===== src/rtl/tmr_pkg.sv =====
`timescale 1ns/1ps
package tmr_pkg;
    typedef enum logic {ST_IDLE = 1'b0, ST_RUN = 1'b1} run_state_t;

    localparam int NUM_REGS   = 4;
    localparam int IDX_STATUS = 0;
    localparam int IDX_CTRL   = 1;
    localparam int IDX_PERIOD = 2;
    localparam int IDX_SNAP   = 3;

    localparam int CB_IE    = 0;
    localparam int CB_CONT  = 1;
    localparam int CB_START = 2;
    localparam int CB_STOP  = 3;

    localparam int SB_TO  = 0;
    localparam int SB_RUN = 1;
endpackage


===== src/rtl/tmr_core.sv =====
`timescale 1ns/1ps
module tmr_core
    import tmr_pkg::*;
#(
    parameter int CNT_W = 32
) (
    input  logic             clk,
    input  logic             rst_n,
    input  logic             cmd_start,
    input  logic             cmd_stop,
    input  logic             load,
    input  logic [CNT_W-1:0] load_val,
    input  logic             cont,
    input  logic [CNT_W-1:0] reload_val,
    output logic [CNT_W-1:0] cnt,
    output logic             running,
    output logic             expire
);
    run_state_t       state_q, state_d;
    logic [CNT_W-1:0] cnt_q, cnt_d;

    assign expire  = (state_q == ST_RUN) && ((cnt_q == '0) || (cnt_q == CNT_W'(1)));
    assign running = (state_q == ST_RUN);
    assign cnt     = cnt_q;

    // next-state selection: the expiry outcome first, then command override (stop wins)
    always_comb begin
        state_d = state_q;
        unique case (state_q)
            ST_IDLE: state_d = ST_IDLE;
            ST_RUN:  state_d = (expire && !cont) ? ST_IDLE : ST_RUN;
        endcase
        if (cmd_stop)
            state_d = ST_IDLE;
        else if (cmd_start)
            state_d = ST_RUN;
    end

    // counter datapath; a period load overrides the count step
    always_comb begin
        cnt_d = cnt_q;
        unique case (state_q)
            ST_IDLE: cnt_d = cnt_q;
            ST_RUN: begin
                if (expire)
                    cnt_d = cont ? reload_val : '0;
                else
                    cnt_d = cnt_q - CNT_W'(1);
            end
        endcase
        if (load)
            cnt_d = load_val;
    end

    always_ff @(posedge clk or negedge rst_n) begin
        if (!rst_n) begin
            state_q <= ST_IDLE;
            cnt_q   <= '0;
        end else begin
            state_q <= state_d;
            cnt_q   <= cnt_d;
        end
    end

    AST_STOP_WINS: assert property (@(posedge clk) disable iff (!rst_n)
        cmd_stop |=> (state_q == ST_IDLE));
    AST_START_RUNS: assert property (@(posedge clk) disable iff (!rst_n)
        (cmd_start && !cmd_stop) |=> (state_q == ST_RUN));
    AST_IDLE_HOLD: assert property (@(posedge clk) disable iff (!rst_n)
        (state_q == ST_IDLE && !load) |=> (cnt_q == $past(cnt_q)));
    AST_LOAD_NOW: assert property (@(posedge clk) disable iff (!rst_n)
        load |=> (cnt_q == $past(load_val)));
    AST_DECREMENT: assert property (@(posedge clk) disable iff (!rst_n)
        (state_q == ST_RUN && !expire && !load) |=> (cnt_q == $past(cnt_q) - CNT_W'(1)));
    AST_ONESHOT_HALT: assert property (@(posedge clk) disable iff (!rst_n)
        (expire && !cont && !cmd_start && !load) |=> (state_q == ST_IDLE && cnt_q == '0));
    AST_RELOAD: assert property (@(posedge clk) disable iff (!rst_n)
        (expire && cont && !load && !cmd_stop) |=> (state_q == ST_RUN && cnt_q == $past(reload_val)));
endmodule


===== src/rtl/tmr_regs.sv =====
`timescale 1ns/1ps
module tmr_regs
    import tmr_pkg::*;
#(
    parameter int DATA_W = 32,
    parameter int ADDR_W = 5
) (
    input  logic              clk,
    input  logic              rst_n,
    input  logic              bus_rd,
    input  logic              bus_wr,
    input  logic [ADDR_W-1:0] bus_addr,
    input  logic [DATA_W-1:0] bus_wdata,
    output logic [DATA_W-1:0] bus_rdata,
    input  logic              expire,
    input  logic              running,
    input  logic [DATA_W-1:0] cnt,
    output logic              cmd_start,
    output logic              cmd_stop,
    output logic              load,
    output logic              cont,
    output logic [DATA_W-1:0] period,
    output logic              irq
);
    localparam int IDX_W = ADDR_W - 2;

    logic [IDX_W-1:0]  idx;
    logic              mapped;
    logic              wr_status, wr_ctrl, wr_period, wr_snap;
    logic [DATA_W-1:0] ctrl_q, period_q;
    logic              flag_q;

    assign idx    = bus_addr[ADDR_W-1:2];
    assign mapped = (bus_addr[1:0] == 2'b00) && (idx < IDX_W'(NUM_REGS));

    assign wr_status = bus_wr && mapped && (idx == IDX_W'(IDX_STATUS));
    assign wr_ctrl   = bus_wr && mapped && (idx == IDX_W'(IDX_CTRL));
    assign wr_period = bus_wr && mapped && (idx == IDX_W'(IDX_PERIOD));
    assign wr_snap   = bus_wr && mapped && (idx == IDX_W'(IDX_SNAP));

    assign cmd_start = wr_ctrl && bus_wdata[CB_START];
    assign cmd_stop  = wr_ctrl && bus_wdata[CB_STOP];
    assign load      = wr_period;
    assign cont      = ctrl_q[CB_CONT];
    assign period    = period_q;
    assign irq       = flag_q && ctrl_q[CB_IE];

    always_ff @(posedge clk or negedge rst_n) begin
        if (!rst_n) begin
            ctrl_q   <= '0;
            period_q <= '0;
            flag_q   <= 1'b0;
        end else begin
            if (wr_ctrl)
                ctrl_q <= bus_wdata;
            if (wr_period)
                period_q <= bus_wdata;
            if (expire)
                flag_q <= 1'b1;
            else if (wr_status)
                flag_q <= 1'b0;
        end
    end

    always_comb begin
        bus_rdata = '0;
        if (bus_rd && mapped) begin
            case (idx)
                IDX_W'(IDX_STATUS): begin
                    bus_rdata[SB_TO]  = flag_q;
                    bus_rdata[SB_RUN] = running;
                end
                IDX_W'(IDX_CTRL):   bus_rdata = ctrl_q;
                IDX_W'(IDX_PERIOD): bus_rdata = period_q;
                IDX_W'(IDX_SNAP):   bus_rdata = cnt;
                default:            bus_rdata = '0;
            endcase
        end
    end

    AST_FLAG_SET: assert property (@(posedge clk) disable iff (!rst_n)
        expire |=> flag_q);
    AST_FLAG_CLEAR: assert property (@(posedge clk) disable iff (!rst_n)
        (wr_status && !expire) |=> !flag_q);
    AST_SNAP_RO: assert property (@(posedge clk) disable iff (!rst_n)
        wr_snap |=> ($stable(ctrl_q) && $stable(period_q)));
    AST_UNMAPPED_WR: assert property (@(posedge clk) disable iff (!rst_n)
        (bus_wr && !mapped) |=> ($stable(ctrl_q) && $stable(period_q)));
endmodule


===== src/rtl/tmr_interval.sv =====
`timescale 1ns/1ps
module tmr_interval #(
    parameter int DATA_W = 32,
    parameter int ADDR_W = 5
) (
    input  logic              clk,
    input  logic              rst_n,
    input  logic              bus_rd,
    input  logic              bus_wr,
    input  logic [ADDR_W-1:0] bus_addr,
    input  logic [DATA_W-1:0] bus_wdata,
    output logic [DATA_W-1:0] bus_rdata,
    output logic              irq
);
    logic              cmd_start, cmd_stop, load, cont, running, expire;
    logic [DATA_W-1:0] period, cnt;

    tmr_regs #(.DATA_W(DATA_W), .ADDR_W(ADDR_W)) u_regs (
        .clk       (clk),
        .rst_n     (rst_n),
        .bus_rd    (bus_rd),
        .bus_wr    (bus_wr),
        .bus_addr  (bus_addr),
        .bus_wdata (bus_wdata),
        .bus_rdata (bus_rdata),
        .expire    (expire),
        .running   (running),
        .cnt       (cnt),
        .cmd_start (cmd_start),
        .cmd_stop  (cmd_stop),
        .load      (load),
        .cont      (cont),
        .period    (period),
        .irq       (irq)
    );

    tmr_core #(.CNT_W(DATA_W)) u_core (
        .clk        (clk),
        .rst_n      (rst_n),
        .cmd_start  (cmd_start),
        .cmd_stop   (cmd_stop),
        .load       (load),
        .load_val   (bus_wdata),
        .cont       (cont),
        .reload_val (period),
        .cnt        (cnt),
        .running    (running),
        .expire     (expire)
    );
endmodule


===== config.mk =====
export PLATFORM = sky130hd
export DESIGN_NAME = tmr_interval
export DESIGN_NICKNAME = d
export VERILOG_FILES = /design/src/rtl/tmr_pkg.sv /design/src/rtl/tmr_core.sv /design/src/rtl/tmr_regs.sv /design/src/rtl/tmr_interval.sv
export SDC_FILE = /design/constraint.sdc
export NUM_CORES = 1
export LEC_CHECK = 0
export ABC_AREA = 1
export BUFFER_PORTS_ARGS = -buffer_cell sky130_fd_sc_hd__buf_2
export CAP_MARGIN = 20
export CORE_UTILIZATION = 59
export DETAILED_ROUTE_END_ITERATION = 8
export GPL_ROUTABILITY_DRIVEN = 0
export PLACE_DENSITY = 0.85
export SLEW_MARGIN = 15
export SYNTH_ARGS = -nofsm -noshare
export SYNTH_HDL_FRONTEND = slang
export SYNTH_SLANG_ARGS = --single-unit

===== constraint.sdc =====
create_clock -name clk -period 1.9 [get_ports clk]
set_input_delay 0.19 -clock clk [delete_from_list [all_inputs] [get_ports clk]]
set_output_delay 0.19 -clock clk [all_outputs]
set_load 0.02 [all_outputs]

Yosys cells after proc, flatten, opt, wreduce, memory -nomap -nowiden

Index checks and enable logic that the tools add are counted.

Flip-flop bits (word level): 98
Latch bits: 0
Memory bits (writable): 0
Bits in read-only memories: 0
Input port bits: 41
Output and inout bits: 33
Logic and storage cells: 43
Memories: 0

Add/sub/neg operators: 1
Multipliers: 0
Divide/modulo/power cells: 0
Order comparisons: 1
Equal/unequal tests: 5
Shifts and indexed selects: 0
Multiplexer cells: 13
Bitwise logic cells: 1
Reductions and logical operators: 17

Operators by type and width:

| operator                                            | number |
|---|---|
| 2-to-1 mux 32 bit                                   | 5 |
| one-hot mux 30 bit (3 select lines)                 | 1 |
| == test 32 x 1 -> 1 bit (second input constant)     | 1 |
| logical NOT 32 bit                                  | 1 |
| subtractor 32 x 1 -> 32 bit (second input constant) | 1 |
| logical AND 1 bit                                   | 11 |
| one-hot mux 2 bit (4 select lines)                  | 1 |
| == test 3 x 2 -> 1 bit (second input constant)      | 2 |
| 2-to-1 mux 1 bit                                    | 5 |
| == test 3 x 1 -> 1 bit (second input constant)      | 1 |
| logical NOT 3 bit                                   | 1 |
| less-than comparator 3 bit (second input constant)  | 1 |
| logical NOT 2 bit                                   | 1 |
| != test 2 bit (second input constant)               | 1 |
| one-hot mux 1 bit (2 select lines)                  | 1 |
| nonzero test 2 bit                                  | 1 |
| logical NOT 1 bit                                   | 1 |
| logical OR 1 bit                                    | 1 |
| NOT 1 bit                                           | 1 |

Longest topological paths before layout

Gate-level depths: netlist of run 1.

Word-level depth: 8
Depth in mapped cells: 12
Depth with buffers taken out: 11

Cells and area by module

Synthesis of run 1 repeated with hierarchy kept, for this count alone.

Cell total of the unflattened synthesis: 1,036
Area total of the unflattened synthesis: 6,698.9 sq um

By module, submodules not included:

| module   | instances | cells an instance | area each (sq um) | seq. area each (sq um) |
|---|---|---|---|---|
| tmr_regs | 1         | 520               | 3,729.8           | 1,626.6 |
| tmr_core | 1         | 516               | 2,969.1           | 825.8 |

Worst setup path before layout of run 1

Ideal clock, no wire load.

Kind: reg-to-reg
Start point: register u_core.cnt_q[0], in the netlist u_core.cnt[0]
End point: register u_core.cnt_q[12], in the netlist u_core.cnt[12]
Setup time: 125 ps
Arrival: 1,484 ps
Required time: 1,775 ps
Slack: 291 ps
Stages on the path, launching flop included: 11
Buffers on the path: 1
Clock period less this slack: 1,609 ps
Cells stage by stage: dfrtp_1 inv_1 ha_1 nand2_2 nor2_4 nand2_4 nand2_8 buf_4 nand3_1 nand3_1 nand3_1

Cells in the longest elaborated chain, start to end: 6

Ends and longest elaborated chain:

| element                                                             | line           | text |
|---|---|---|
| from (decl)                                                         | tmr_core.sv:20 | `logic [CNT_W-1:0] cnt_q, cnt_d;` |
| from (signal assigned)                                              | tmr_core.sv:61 | `cnt_q <= cnt_d;` |
| branches (longest 3 deep; another with subtractor 32 x 1 -> 32 bit) | --             |  |
| 2-to-1 mux 32 bit *                                                 | tmr_core.sv:45 | `if (expire)` |
| 2-to-1 mux 32 bit *                                                 | tmr_core.sv:42 | `unique case (state_q)` |
| 2-to-1 mux 32 bit *                                                 | tmr_core.sv:51 | `if (load)` |

Mark *: on every way between the ends. The select of a mux whose other input is x is not followed.
A chain may end at the register's enable or synchronous reset.

Worst setup path in the final report of run 1

Start point: register u_core.cnt_q[28], in the netlist u_core.cnt[28]
End point: register u_core.cnt_q[30], in the netlist u_core.cnt[30]

The elaborated chain is that of the path after synthesis.

==> results.md, run 1 <==
* Status: finished clean
* Post-DR wirelength/cell at 15.1 microns
* Wirelength, routed at 17200 microns
* Die area at 11000 sq um
* # H-tree levels at 3
* XOR/XNOR share of the synthesized area at 1.12%
* Critical path's slowest cell: dfrtp_1
* Simple-Gate Fraction of Synth Area at 33.3%
* Vias in the first global route at 6072
* Die height at 105 microns
* Mapped cell area at 6230 sq um
* Hold path depth at 3
* ANT cells at 0
* Antenna-violating nets left at 0
* Starting Density at 60.7%
* Reg2reg end: u_core.cnt[30]$_DFFE_PN0P_
* Share of the synthesized area in the top cell type at 39.3%
* Syn Inst Count at 914
* Max incr delay on CP at 0.45 ns
* Slew margin rel. at 64.6%
* Area grow syn2layout at 14.4%
* Pwr/cell area at 1080 nW/um^2
* Reg2Reg Depth at 11
* Critical Path Sink Type: register
* Crit path max fanout at 8
* Root Driver: clkbuf_8
* Startpoint Class: register
* Mux contribution to synthesized area at 3.43%
* Post-synth EDFFs at 0
* Final Power at 7.71 mW
* Post-DP HPWL at 12300 microns
* Max-Cap Viols at 0
* Synth Flop Type: dfrtp_1
* Rows at 37
* Global Route Usage Sum at 32.8%
* Antenna violations before repair at 0
* Fin nets at 1042
* Leakage Power at 3.85 nW
* Clk_skew at 0.00708 ns
* Post-Syn Nets at 957
* Top-count cell post-synth: nand2_1
* Hold Path Origin: bus_wdata[17]
* Dominant cell type by area after synthesis: dfrtp_1
* Library cells used by synthesis at 30
* Num ports at 74
* Hold Violations, Final at 0
* Area share of fa/ha/maj cells after synthesis at 0.401%
* Cell Chain, Critical Path: inv_1 > nand2_1 > nor2_1 > nand2_1 > nor2_4 > buf_4 > nand3_1 > nand2_1 > inv_1 > nand2_1 > nand2_1
* Top cell by count, worst path: nand2_1
* Synth Area in Compound Gates at 10.7%
* Total gr overflow at 0
* Synth Area per Inst at 6.82 sq um
* Post-route DRC at 0
* HP Class: primary input to register
* Crit Path Class: register to register
* Post-route minimum period at 1.80 ns
* Share of cells above drive strength 1 at 17.5%
* Setup_tns at 0 ns
* Clock latency on the worst-skew pair at 0.37 ns
* TritonCTS clock tree: yes
* Highest clock rate at 555 MHz
* R2R Path Start: u_core.cnt[28]$_DFFE_PN0P_
* Peak supply drop at 1040 uV
* Pre-Repair DR Iteration Count at 7
* Final Setup Violations at 0
* Largest net degree at the start of global routing at 59
* Synth top area cells: dfrtp_1, nand2_1, inv_1
* Largest family of logic cells by synthesized area: simple AND/OR/NAND/NOR gates
* Die width at 105 microns
* Iteration-0 DRC count of the detailed router at 505
* Max Root-Sink Buffers at 2
* Synth async-reset ratio at 100%
* Sequential area share after synthesis at 39.3%
* Core Area at 10300 sq um
* FF-to-FF setup slack at 0.1 ns
* RSZ-0062 raised after global routing: false
* Hold path endpoint: u_regs.ctrl_q[17]$_DFFE_PN0P_
* DR vias at 6249
* Synthesized flop and latch total at 98
* Via density at 5.49
* Req. time, crit path at 2.16 ns
* Slew Limit Fails at 0
* Post-synth top cells: nand2_1, inv_1, dfrtp_1
* Synthesis Warnings at 0
* CTS buffer count at 9
* Clock Sink Count at 98
* Slew @ Worst Pin at 0.531 ns
* Clk slew on worst S/H paths at 0.09 ns
* Fin crit share at 94.9%
* First-pass GRT wire length at 28700 microns
* CP arrival at 2.06 ns
* IO buf count at 73
## logic make-up (layout without fill, tap and decap cells)
logic type               count (synthesis)  count (layout)
XOR/XNOR                                 8               8
AND/OR/NAND/NOR                        487             487
buffers and inverters                  176             265
adder cells (fa/ha/maj)                  2               2
flip-flops                              98              98
multiplexers                            19              19
AO/OA/AOI/OAI                          124             124
## report_power, final
group | total, mW | switching [mW] | internal, mW
clock | 1.23 | 0.734 | 0.501
sequential | 3.13 | 0.526 | 2.60
combinational | 3.35 | 2.16 | 1.19
total | 7.71 | 3.42 | 4.29
## sequential cells by signal, summed over array words and instances (netlist names)
signal	count
u_core.running	1
u_regs.period	32
u_core.cnt	32
u_regs.ctrl_q	32
u_regs.flag_q	1
## metal layers
| metal | part of all wire [%] | routed length (microns) | global-route usage, % |
|---|---|---|---|
| met5 | 0 | 0 | 0 |
| met4 | 2.4 | 414 | 12.2 |
| met3 | 7.3 | 1250 | 5.80 |
| met2 | 50 | 8520 | 55.0 |
| met1 | 41 | 7000 | 42.4 |
## how the worst max path moves through the flow
stage,from,endpoint,slack [ns],depth (start not counted)
floorplan,u_core.cnt[0]$_DFFE_PN0P_,u_core.cnt[12]$_DFFE_PN0P_,0.29,10
global placement,u_core.cnt[2]$_DFFE_PN0P_,u_core.cnt[21]$_DFFE_PN0P_,0.16,8
detailed placement,u_core.cnt[0]$_DFFE_PN0P_,u_core.cnt[22]$_DFFE_PN0P_,0.11,12
CTS,u_core.cnt[0]$_DFFE_PN0P_,u_core.cnt[30]$_DFFE_PN0P_,0.06,12
global route,u_core.cnt[0]$_DFFE_PN0P_,u_core.cnt[28]$_DFFE_PN0P_,0.009,10
finish,u_core.cnt[28]$_DFFE_PN0P_,u_core.cnt[30]$_DFFE_PN0P_,0.1,11
## final cells by class
cell class / instances / area (sq um)
tap: 136 / 170
clock inverter: 5 / 31.3
multi-input combinational: 640 / 3070
sequential: 98 / 2450
timing repair buffer: 114 / 758
clock buffer: 10 / 138
fill: 938 / 3140
inverter: 136 / 510
## repair_timing
| item | CTS | global route |
|---|---|---|
| hold endpoints to repair | 23 | 0 |
| hold buffers | 1 | 0 |
| buffers inserted | 0 | 3 |
| gates resized for setup | 0 | 5 |
| endpoints found under the setup margin | 0 | 28 |
## critical path, delay by kind of cell (launching register included)
| family | cells | cell delay (ns) |
|---|---|---|
| buf+inv | 3 | 0.41 |
| flops | 1 | 0.45 |
| simple gates | 8 | 0.83 |
## metrics by stage
stage / cell area (sq um) / util [%] / instances / hold slack [ns] / setup WS, ns
3_5_place_dp: 6890 / 67.0 / 1119 / 0.125 / 0.110
3_3_place_gp: 6890 / 67.0 / 1119 / 0.123 / 0.159
6_report: 7130 / 69.4 / 1139 / 0.0418 / 0.0977
4_1_cts: 7070 / 68.8 / 1135 / 0.0398 / 0.0627
2_1_floorplan: 6230 / - / 914 / -0.106 / 0.291
5_1_grt: 7130 / 69.4 / 1139 / 0.0486 / 0.00858
## cell usage in the layout (no fill, tap or decap), types with 2 or more instances in the layout
| cell | count |
|---|---|
| nand2_1 | 273 |
| inv_1 | 129 |
| dfrtp_1 | 98 |
| nand3_1 | 94 |
| nor2_1 | 89 |
| buf_2 | 72 |
| o21ai_0 | 50 |
| buf_4 | 35 |
| o22ai_1 | 33 |
| a21oi_1 | 30 |
| mux2_2 | 19 |
| o21ai_1 | 10 |
| clkbuf_8 | 10 |
| nand4_1 | 8 |
| nor2_4 | 7 |
| xor2_1 | 7 |
| inv_2 | 6 |
| nor2_2 | 6 |
| buf_12 | 5 |
| nand2_2 | 4 |
| clkinv_2 | 3 |
| nand2_8 | 2 |
Power figures use the tool's default switching activity.
==> inputs of run 2 (changes only) <==
--- a/config.mk
+++ b/config.mk
@@ -9,8 +9,9 @@
 export BUFFER_PORTS_ARGS = -buffer_cell sky130_fd_sc_hd__buf_2
 export CAP_MARGIN = 20
-export CORE_UTILIZATION = 59
+export CORE_UTILIZATION = 38
 export DETAILED_ROUTE_END_ITERATION = 8
 export GPL_ROUTABILITY_DRIVEN = 0
-export PLACE_DENSITY = 0.85
+export HOLD_SLACK_MARGIN = 0.02
+export PLACE_DENSITY = 0.6
 export SLEW_MARGIN = 15
 export SYNTH_ARGS = -nofsm -noshare
==> constraint.sdc (replaced) <==
create_clock -name clk -period 1.9 [get_ports clk]
set_input_delay 0.38 -clock clk [delete_from_list [all_inputs] [get_ports clk]]
set_output_delay 0.38 -clock clk [all_outputs]
set_load 0.02 [all_outputs]
==> run 2 against run 1 <==
  * Cell area rose by 6.2%
  * Fmax down 3.0%
  * Global-route usage shrank 9.8 points
  * Critical path type is now primary input to output port
==> results.md, run 2 (synthesis results as in run 1) <==
* RSZ-0062 raised after global routing: true
* Slew margin rel. at 69.3%
* Most common cell after layout, fill and taps aside: nand2_1
* Sequential share of power at 35.9%
* ANT cells at 0
* CP arrival at 1.48 ns
* Antenna-violating nets left at 0
* Starting Density at 39.1%
* Critical Path Sink Type: output port
* Die area at 16900 sq um
* Wirelength, routed at 18100 microns
* Logic pwr share at 41.3%
* Fin nets at 1056
* Final core occ at 47.5%
* Placed inst area at 7150 sq um
* Area grow syn2layout at 21.5%
* Hold path depth at 3
* Highest clock rate at 538 MHz
* Hold Violations, Final at 0
* Hold Path Origin: bus_wdata[1]
* Crit Path Class: primary input to output port
* Post-route minimum period at 1.86 ns
* Sw Ratio at 41.3%
* Gr busiest metal: met2
* TritonCTS clock tree: yes
* Slew @ Worst Pin at 0.460 ns
* Slew Limit Fails at 0
* Root Driver: clkbuf_16
* Iteration-0 DRC count of the detailed router at 389
* Global Route Usage Sum at 23.0%
* Worst hold margin at 0.243 ns
* Final Setup Violations at 0
* CTS buffer count at 9
* Max Root-Sink Buffers at 2
* Clock latency on the worst-skew pair at 0.36 ns
* Vias in the first global route at 5905
* Clock Sink Count at 98
* Internal power at 4.98 mW
* DR vias at 6050
* Core Area at 15900 sq um
* Fin area at 7570 sq um
* Crit path max fanout at 32
* Via density at 4.90
* # H-tree levels at 3
* HP Class: primary input to register
* Switching pwr at 3.51 mW
* Status: finished clean
* Post-DP HPWL at 13400 microns
* Sequential standard cell area at 2450 sq um
* Post-route DRC at 0
* Total gr overflow at 0
* FF-to-FF setup slack at 0.13 ns
* Leakage Power at 4.00 nW
* Setup_tns at 0 ns
* Die height at 130 microns
* Most frequent cells in the layout: nand2_1, inv_1, dfrtp_1, nand3_1, nor2_1
* Reg2Reg Depth at 12
* Largest net degree at the start of global routing at 40
* Num ports at 74
* Peak supply drop at 565 uV
* Share of cells above drive strength 1 at 19.6%
* Clk_skew at 0.0121 ns
* First-pass GRT wire length at 29700 microns
* Rows at 46
* Post-DR wirelength/cell at 14.7 microns
* Pre-Repair DR Iteration Count at 7
* Met1 Usage GRT at 29.6%
* Met3 Use GR at 3.73%
* Fin crit share at 97.8%
* Fillers at 1717
* IO buf count at 73
* Combined area of the multi-input logic cells at 3090 sq um
* Clk slew on worst S/H paths at 0.07 ns
* Clock power share at 22.8%
* Die width at 130 microns
* R2R Path Start: u_core.cnt[0]$_DFFE_PN0P_
* Reg2reg end: u_core.cnt[22]$_DFFE_PN0P_
* Req. time, crit path at 1.52 ns
* Max-Cap Viols at 0
* Hold path endpoint: u_regs.ctrl_q[1]$_DFFE_PN0P_
* Final Power at 8.50 mW
* Pwr/cell area at 1120 nW/um^2
* Startpoint Class: primary input
* Antenna violations before repair at 0
* M2 GR Usage at 39.4%
==> run 2: metrics by stage <==
| step | instances | setup slack [ns] |
|---|---|---|
| final | 1234 | 0.0414 |
| after global routing | 1234 | -0.0260 |
| after CTS | 1232 | 0.0250 |
| after detailed placement | 1215 | 0.0372 |
| after global placement | 1215 | 0.00740 |
| after floorplan | 914 | 0.0486 |
==> run 2: how the worst max path moves through the flow <==
stage	to	cells past startpoint	slack, ns	from
2_1_floorplan	bus_rdata[13]	6	0.05	bus_addr[3]
3_3_place_gp	bus_rdata[31]	8	0.007	bus_addr[4]
3_5_place_dp	bus_rdata[31]	8	0.04	bus_addr[4]
4_1_cts	bus_rdata[31]	8	0.03	bus_addr[4]
5_1_grt	bus_rdata[0]	8	-0.03	bus_addr[4]
6_report	bus_rdata[0]	8	0.04	bus_addr[4]
==> run 2: power by group through the flow <==
stage | logic (mW) | registers [mW] | clock network, mW
5_1_grt | 3.98 | 3.12 | 2.05
6_report | 3.51 | 3.05 | 1.94
3_3_place_gp | 3.43 | 3.07 | 0
2_1_floorplan | 2.37 | 3.01 | 0
4_1_cts | 3.47 | 3.04 | 1.97
3_5_place_dp | 3.44 | 3.08 | 0
==> run 2: cell type report <==
cell class                      instances  share of cell area [%]
Multi-Input combinational cell        640                    40.9
Sequential cell                        98                    32.4
Timing Repair Buffer                  128                    12.4
Inverter                              136                    6.74
Tap cell                              216                    3.57
Clock buffer                           12                    3.39
Clock inverter                          4                   0.661
==> run 2: layer usage <==
layer  up-vias  part of all wire [%]
met5         -                     0
li1       3087                     -
met3        18                   3.6
met1      2837                    46
met2       108                    49
met4         0                   1.3
==> run 2: worst max-delay path: stages <==
cell and delay, ns:
buf_2 0.13, inv_2 0.10, nand3_1 0.13, buf_12 0.21, o22ai_1 0.23, nor2_1 0.07, nor2_1 0.08, buf_2 0.16
==> run 2: timing repair <==
action                                  CTS  global route
endpoints found under the setup margin    0            54
buffers inserted                          0             2
gates resized for setup                   0            34
hold buffers                              1             0
hold endpoints to repair                 28             0
